<file path="src/rtl/pic_pkg.sv">
package pic_pkg;

  typedef enum logic [1:0] {
    SEQ_IDLE      = 2'd0,
    SEQ_WANT_BASE = 2'd1,
    SEQ_WANT_CASC = 2'd2
  } seq_state_t;

  // index of the lowest set bit, or 32 when the vector is empty
  function automatic int unsigned first_set(input logic [31:0] v);
    int unsigned r;
    r = 32;
    for (int i = 31; i >= 0; i--) begin
      if (v[i]) r = i;
    end
    return r;
  endfunction

  // keep only the lowest set bit
  function automatic logic [31:0] lowest_bit(input logic [31:0] v);
    return v & ~(v - 32'd1);
  endfunction

endpackage

</file>
<file path="src/rtl/pic_edge_capture.sv">
module pic_edge_capture #(
  parameter int N = 8
) (
  input  logic         clk,
  input  logic         rst_n,
  input  logic [N-1:0] irq_in,
  input  logic         clr_all,
  input  logic [N-1:0] ack_clr,
  output logic [N-1:0] irr
);
  logic [N-1:0] lvl_q;
  logic [N-1:0] rise;

  assign rise = irq_in & ~lvl_q;

  always_ff @(posedge clk or negedge rst_n) begin
    if (!rst_n) begin
      lvl_q <= '0;
      irr   <= '0;
    end else begin
      lvl_q <= irq_in;
      if (clr_all) irr <= '0;
      else         irr <= ((irr & ~ack_clr) | rise) & irq_in;
    end
  end
endmodule

</file>
<file path="src/rtl/pic_resolver.sv">
module pic_resolver #(
  parameter int N  = 8,
  parameter int IW = 3
) (
  input  logic [N-1:0]  irr,
  input  logic [N-1:0]  en,
  input  logic [N-1:0]  isr,
  input  logic          smm,
  output logic          req,
  output logic [IW-1:0] win_idx,
  output logic [N-1:0]  win_hot
);
  import pic_pkg::*;

  logic [N-1:0] cand;
  logic [N-1:0] isr_eff;
  logic         held;
  int unsigned  cand_pos;
  int unsigned  isr_pos;

  always_comb begin
    cand     = irr & en;
    isr_eff  = smm ? (isr & en) : isr;
    cand_pos = first_set(32'(cand));
    isr_pos  = first_set(32'(isr_eff));
    held     = (|isr_eff) && (isr_pos <= cand_pos);
    req      = (|cand) && !held;
    win_idx  = IW'(cand_pos);
    win_hot  = N'(lowest_bit(32'(cand)));
  end
endmodule

</file>
<file path="src/rtl/pic_regs.sv">
module pic_regs #(
  parameter int N  = 8,
  parameter int IW = 3,
  parameter int DW = 8
) (
  input  logic          clk,
  input  logic          rst_n,
  input  logic          bus_we,
  input  logic [1:0]    reg_sel,
  input  logic [DW-1:0] wdata,
  input  logic          ack_take,
  input  logic [N-1:0]  win_hot,
  output logic [N-1:0]  en,
  output logic [N-1:0]  isr,
  output logic [DW-1:0] base,
  output logic          aeoi,
  output logic          smm,
  output logic          rsel_isr,
  output logic [DW-1:0] trig,
  output logic          init_stb,
  output logic          eoi_stb
);
  import pic_pkg::*;

  seq_state_t   seq_q;
  logic         want4_q;
  logic         cmd_wr, data_wr, trig_wr, mode_stb;
  logic [N-1:0] eoi_clr, isr_set;

  assign cmd_wr   = bus_we && (reg_sel == 2'd0);
  assign data_wr  = bus_we && (reg_sel == 2'd1);
  assign trig_wr  = bus_we && (reg_sel == 2'd2);
  assign init_stb = cmd_wr && wdata[4];
  assign mode_stb = cmd_wr && !wdata[4] && wdata[3];
  assign eoi_stb  = cmd_wr && !wdata[4] && !wdata[3];

  always_comb begin
    if (wdata[7:5] == 3'b011) eoi_clr = N'(1) << wdata[IW-1:0];
    else                      eoi_clr = N'(lowest_bit(32'(isr)));
    isr_set = (ack_take && !aeoi) ? win_hot : '0;
  end

  always_ff @(posedge clk or negedge rst_n) begin
    if (!rst_n) begin
      en       <= '0;
      isr      <= '0;
      base     <= '0;
      aeoi     <= 1'b1;
      smm      <= 1'b0;
      rsel_isr <= 1'b0;
      trig     <= '0;
      seq_q    <= SEQ_IDLE;
      want4_q  <= 1'b0;
    end else begin
      if (init_stb) begin
        en      <= '0;
        isr     <= '0;
        aeoi    <= 1'b1;
        want4_q <= wdata[0];
        seq_q   <= SEQ_WANT_BASE;
      end else begin
        isr <= (isr | isr_set) & ~(eoi_stb ? eoi_clr : '0);
        if (mode_stb) begin
          if (wdata[1]) rsel_isr <= wdata[0];
          if (wdata[6]) smm      <= wdata[5];
        end
        if (data_wr) begin
          case (seq_q)
            SEQ_WANT_BASE: begin
              base  <= wdata;
              seq_q <= SEQ_WANT_CASC;
            end
            SEQ_WANT_CASC: seq_q <= SEQ_IDLE;
            default: begin
              if (want4_q) begin
                aeoi    <= wdata[1];
                want4_q <= 1'b0;
              end else begin
                en <= ~wdata[N-1:0];
              end
            end
          endcase
        end
      end
      if (trig_wr) trig <= wdata;
    end
  end
endmodule

</file>
<file path="src/rtl/prioirq_ctrl.sv">
module prioirq_ctrl #(
  parameter int N  = 8,
  parameter int DW = 8
) (
  input  logic          clk,
  input  logic          rst_n,
  input  logic [N-1:0]  irq_in,
  input  logic          bus_we,
  input  logic [1:0]    reg_sel,
  input  logic [DW-1:0] wdata,
  output logic [DW-1:0] rdata,
  output logic          int_out,
  input  logic          int_ack,
  output logic [DW-1:0] vector
);
  localparam int IW = $clog2(N);

  logic [N-1:0]  irr, en, isr, win_hot, ack_clr;
  logic [IW-1:0] win_idx;
  logic [DW-1:0] base, trig;
  logic          req, aeoi, smm, rsel_isr, init_stb, eoi_stb, ack_take;

  assign ack_take = int_ack && req;
  assign ack_clr  = ack_take ? win_hot : '0;

  pic_edge_capture #(.N(N)) u_cap (
    .clk(clk), .rst_n(rst_n), .irq_in(irq_in),
    .clr_all(init_stb), .ack_clr(ack_clr), .irr(irr)
  );

  pic_resolver #(.N(N), .IW(IW)) u_res (
    .irr(irr), .en(en), .isr(isr), .smm(smm),
    .req(req), .win_idx(win_idx), .win_hot(win_hot)
  );

  pic_regs #(.N(N), .IW(IW), .DW(DW)) u_regs (
    .clk(clk), .rst_n(rst_n), .bus_we(bus_we), .reg_sel(reg_sel),
    .wdata(wdata), .ack_take(ack_take), .win_hot(win_hot),
    .en(en), .isr(isr), .base(base), .aeoi(aeoi), .smm(smm),
    .rsel_isr(rsel_isr), .trig(trig), .init_stb(init_stb), .eoi_stb(eoi_stb)
  );

  assign int_out = req;
  assign vector  = base | DW'(win_idx);

  always_comb begin
    case (reg_sel)
      2'd0:    rdata = rsel_isr ? DW'(isr) : DW'(irr);
      2'd1:    rdata = DW'(~en);
      2'd2:    rdata = trig;
      default: rdata = '0;
    endcase
  end
endmodule

</file>
<file path="config.mk">
export PLATFORM = sky130hd
export DESIGN_NAME = prioirq_ctrl
export DESIGN_NICKNAME = d
export VERILOG_FILES = /design/src/rtl/pic_pkg.sv /design/src/rtl/pic_edge_capture.sv /design/src/rtl/pic_resolver.sv /design/src/rtl/pic_regs.sv /design/src/rtl/prioirq_ctrl.sv
export SDC_FILE = /design/constraint.sdc
export NUM_CORES = 1
export LEC_CHECK = 0
export ABC_AREA = 0
export ABC_CLOCK_PERIOD_IN_PS = 7800
export CAP_MARGIN = 20
export CORE_UTILIZATION = 40
export CTS_BUF_LIST = sky130_fd_sc_hd__clkbuf_2
export CTS_CLUSTER_SIZE = 10
export DETAILED_ROUTE_END_ITERATION = 6
export GPL_ROUTABILITY_DRIVEN = 1
export PLACE_DENSITY = 0.59
export SYNTH_ARGS = -nofsm -noshare
export SYNTH_HDL_FRONTEND = slang
export SYNTH_SLANG_ARGS = --single-unit
</file>
<file path="constraint.sdc">
create_clock -name clk -period 7.8 [get_ports clk]
set_input_delay 0.78 -clock clk [delete_from_list [all_inputs] [get_ports clk]]
set_output_delay 0.78 -clock clk [all_outputs]
set_load 0.01 [all_outputs]
</file>
==> flow_metrics.py <==
metrics = {
    "run_status": {
        "status": "completed",
    },
    "floorplanning": {
        "io_pins": 39,
        "core_um2": 7370,
        "rows": 31,
        "die_w_um": 89.99,
        "start_util_pct": 42.02,
        "die_area_um2": 8097,
        "die_h_um": 89.99,
    },
    "synthesis": {
        "synth_edf_count": 0,
        "ys_ff_latch": 54,
        "synthTopCellsByCount": "53 x dfrtp_1, 25 x nand2_1, 20 x nand2b_1, 20 x nand3_1, 17 x a21oi_1",
        "yosysMostFrequentCell": "dfrtp_1",
        "synthMuxAreaShare_pct": 8.727,
        "yosysTopAreaCell": "dfrtp_1",
        "synth_simple_gate_area_share_pct": 20.69,
        "synth_top_family_by_area": "simple AND/OR/NAND/NOR gates",
        "avgSynthCellArea_um2": 9.499,
        "syn-cell-area_um2": 3097,
        "yosys.area.top_type_share_pct": 42.83,
        "ys_types": 57,
        "synth_ff_type": "dfrtp_1",
        "synth_xor_area_share_pct": 0,
        "yosys.area_share.adder_pct": 2.424,
        "netlist_instances": 326,
        "synth_compound_area_share_pct": 19.43,
        "synth_nets": 354,
        "synth-async-reset-ratio_pct": 100.0,
        "yosys_warnings": 0,
        "synth.area.top_cells": "dfrtp_1 43%, mux2_2 5.8%, nand2b_1 4.0%",
        "synth-seq-area-share_pct": 43.68,
    },
    "clock_network": {
        "clk_pin_slew_worst_paths_ns": 0.30,
        "cts_root_buf": "clkbuf_2",
        "ctsResizeCount": 0,
        "cts-buffers-inserted": 5,
        "clock-sinks": 54,
        "htreeDepth": 2,
        "clock_path_buffers": 2,
        "post_cts_buffers": 0,
        "clock_latency_ns": 0.48,
        "cts_tree": "built",
        "cts_hold_buf": 0,
    },
    "sta": {
        "period_share_pct": 57.44,
        "rsz0062_at_grt": "no",
        "setup_viol": 0,
        "worst_pin_slew_ns": 0.7973,
        "maxSlewHeadroom_pct": 46.44,
        "hold_viol_final": 0,
        "max_clock_freq_ghz": 0.2232,
        "fin_skew_ns": 0.01326,
        "min_period_ns": 4.480,
        "maxSlewViolCount": 0,
        "totalNegativeSetupSlack_ns": 0,
        "setup_ws_ns": 3.320,
    },
    "finish": {
        "syn_to_final_growth_pct": 14.71,
        "n_fill_cell": 745,
        "seqCellArea_um2": 1353,
        "finalNetCount": 380,
        "diodes": 0,
        "drive_gt1_share_pct": 8.782,
        "multi_input_area_um2": 1588,
        "final_util_pct": 48.20,
    },
    "setup_path": {
        "critical-path-max-stage-delay_ns": 0.54,
        "reg2reg_to": "u_cap.irr[0]$_DFF_PN0_",
        "worstPathArrival_ns": 3.70,
        "startpoint_type": "flop",
        "crit_buf_inv": 1,
        "critPathCaptureType": "primary output",
        "crit_end": "int_out",
        "r2r_cells": 8,
        "critPathSlowestCell": "or3_1",
        "rrSetupSlack_ns": 4.67,
        "path_cells": "a22oi_2 -> nand3_1 -> or3_1 -> ha_1 -> and4_1 -> a21oi_1 -> o21a_1 -> clkdlybuf4s50_1",
        "cp.depth": 8,
        "crit_family": "simple AND/OR/NAND/NOR gates",
        "critPathRequiredTime_ns": 7.02,
        "r2r_start": "u_regs.en[1]$_DFFE_PN0P_",
        "critPathMaxFanout": 7,
        "critPathKind": "flop to primary output",
        "crit_start": "u_regs.en[1]$_DFFE_PN0P_",
    },
    "power_and_ir_drop": {
        "power_density_nw_per_um2": 266.1,
        "peakVddDrop_uv": 156.5,
        "power_leakage_nw": 1.468,
    },
    "grt": {
        "grt_pass1_vias": 2533,
        "grt_pass1_wl_um": 13560,
        "grtUsageTotal_pct": 21.48,
        "grt_remaining_overflow": 0,
        "grt_max_degree": 55,
        "antenna_found_initial": 0,
    },
    "detailed_routing": {
        "avgRoutedWirePerCell_um": 18.44,
        "antenna_left": 0,
        "drt_iter0_drc": 225,
        "vias_per_cell": 5.863,
        "route.detailed.drc": 0,
        "vias": 2650,
        "drtPass1Iterations": 6,
        "totalWireLength_um": 8337,
    },
    "worst_hold_path": {
        "hold_path_class": "primary input to asynchronous set/reset pin",
    },
    "flow_run": {
        "drv_cap": 0,
    },
    "place": {
        "globalplace.congestion": 0.8606,
        "dp_hpwl_um": 6086,
        "pre_cts_slack_ns": 3.905,
        "port-buffer-count": 38,
    },
}
cells by family after synthesis:
logic type	count (synthesis)
muxes	25
adders and majority gates	6
and+or+nand+nor	117
AOI/OAI and AO/OA	89
DFF	54
buffers and inverters	35
final cells by class:
cell class                      count  share of cell area, %
Multi-Input combinational cell    237                  44.70
Tap cell                           99                  3.487
Clock inverter                      3                 0.5636
Clock buffer                        5                 0.7045
Inverter                           14                  1.479
Timing Repair Buffer               40                  10.99
Sequential cell                    54                  38.08
metal layers:
layer,GRT usage (%),part of all wire (%),vias to the layer above,wire length (µm)
met5,0,0,-,0
met4,4.570,0.92,0,77
met3,3.469,5.3,7,440
met2,33.72,46,93,3836
li1,-,-,1252,-
met1,31.31,48,1298,3983
worst reg2reg max path: cells and delay by family (launching register included):
kind            cells  cell delay (ns)
compound gates      4             1.19
fa+ha+maj           1             0.38
flops               1             0.51
simple gates        3             0.95
cell usage in the layout, fill, tap and decap left out, types with 3 or more instances in the layout:
cell type	n
a21oi_1	17
a31oi_1	6
and2_1	3
mux2_2	16
nand3_1	20
nor3_1	7
o21a_1	4
nand2b_1	20
nand4_1	3
o21ai_1	12
o21ai_0	12
nand2_1	25
o22ai_1	8
clkbuf_2	5
nor4_1	3
mux2i_1	9
inv_1	14
dfrtp_1	53
and4_1	3
clkdlybuf4s50_1	37
nor2_1	14
o211ai_1	4
a22oi_1	5
ha_1	6
power breakdown:
group          switching [mW]  internal [mW]  total [mW]  leakage, nW
Combinational           0.212          0.196       0.408        0.764
Sequential             0.0708          0.345       0.416        0.677
Clock                  0.0987         0.0223       0.121       0.0270
Total                   0.381          0.564       0.945         1.47
state kept, by name, indices dropped and copies added (netlist names), 2 cells and up:
name and flops:
u_cap.irr 8, u_cap.lvl_q 8, u_regs.base 8, u_regs.en 8, u_regs.isr 8, u_regs.trig 8
u_regs.seq_q 2
worst min-delay path by stage:
stage,end,cells after the start
finish,u_regs.base[5]$_DFFE_PN0P_,2
global route,u_regs.base[6]$_DFFE_PN0P_,2
CTS,u_regs.seq_q[1]$_DFFE_PN0P_,2
detailed placement,u_cap.irr[1]$_DFF_PN0_,1
global placement,u_cap.irr[7]$_DFF_PN0_,1
floorplan,u_cap.irr[1]$_DFF_PN0_,1
metrics by stage:
stage               hold WS, ns  std cells  instance area [µm²]  power (mW)
floorplan                0.4251        326                 3097      0.6784
global placement         0.4433        444                 3507      0.8205
detailed placement       0.4479        444                 3507      0.8292
CTS                      0.4044        452                 3552      0.9506
global route             0.4395        452                 3552       1.008
finish                   0.3700        452                 3552      0.9453
No activity file was read; power rests on OpenSTA's default activity.
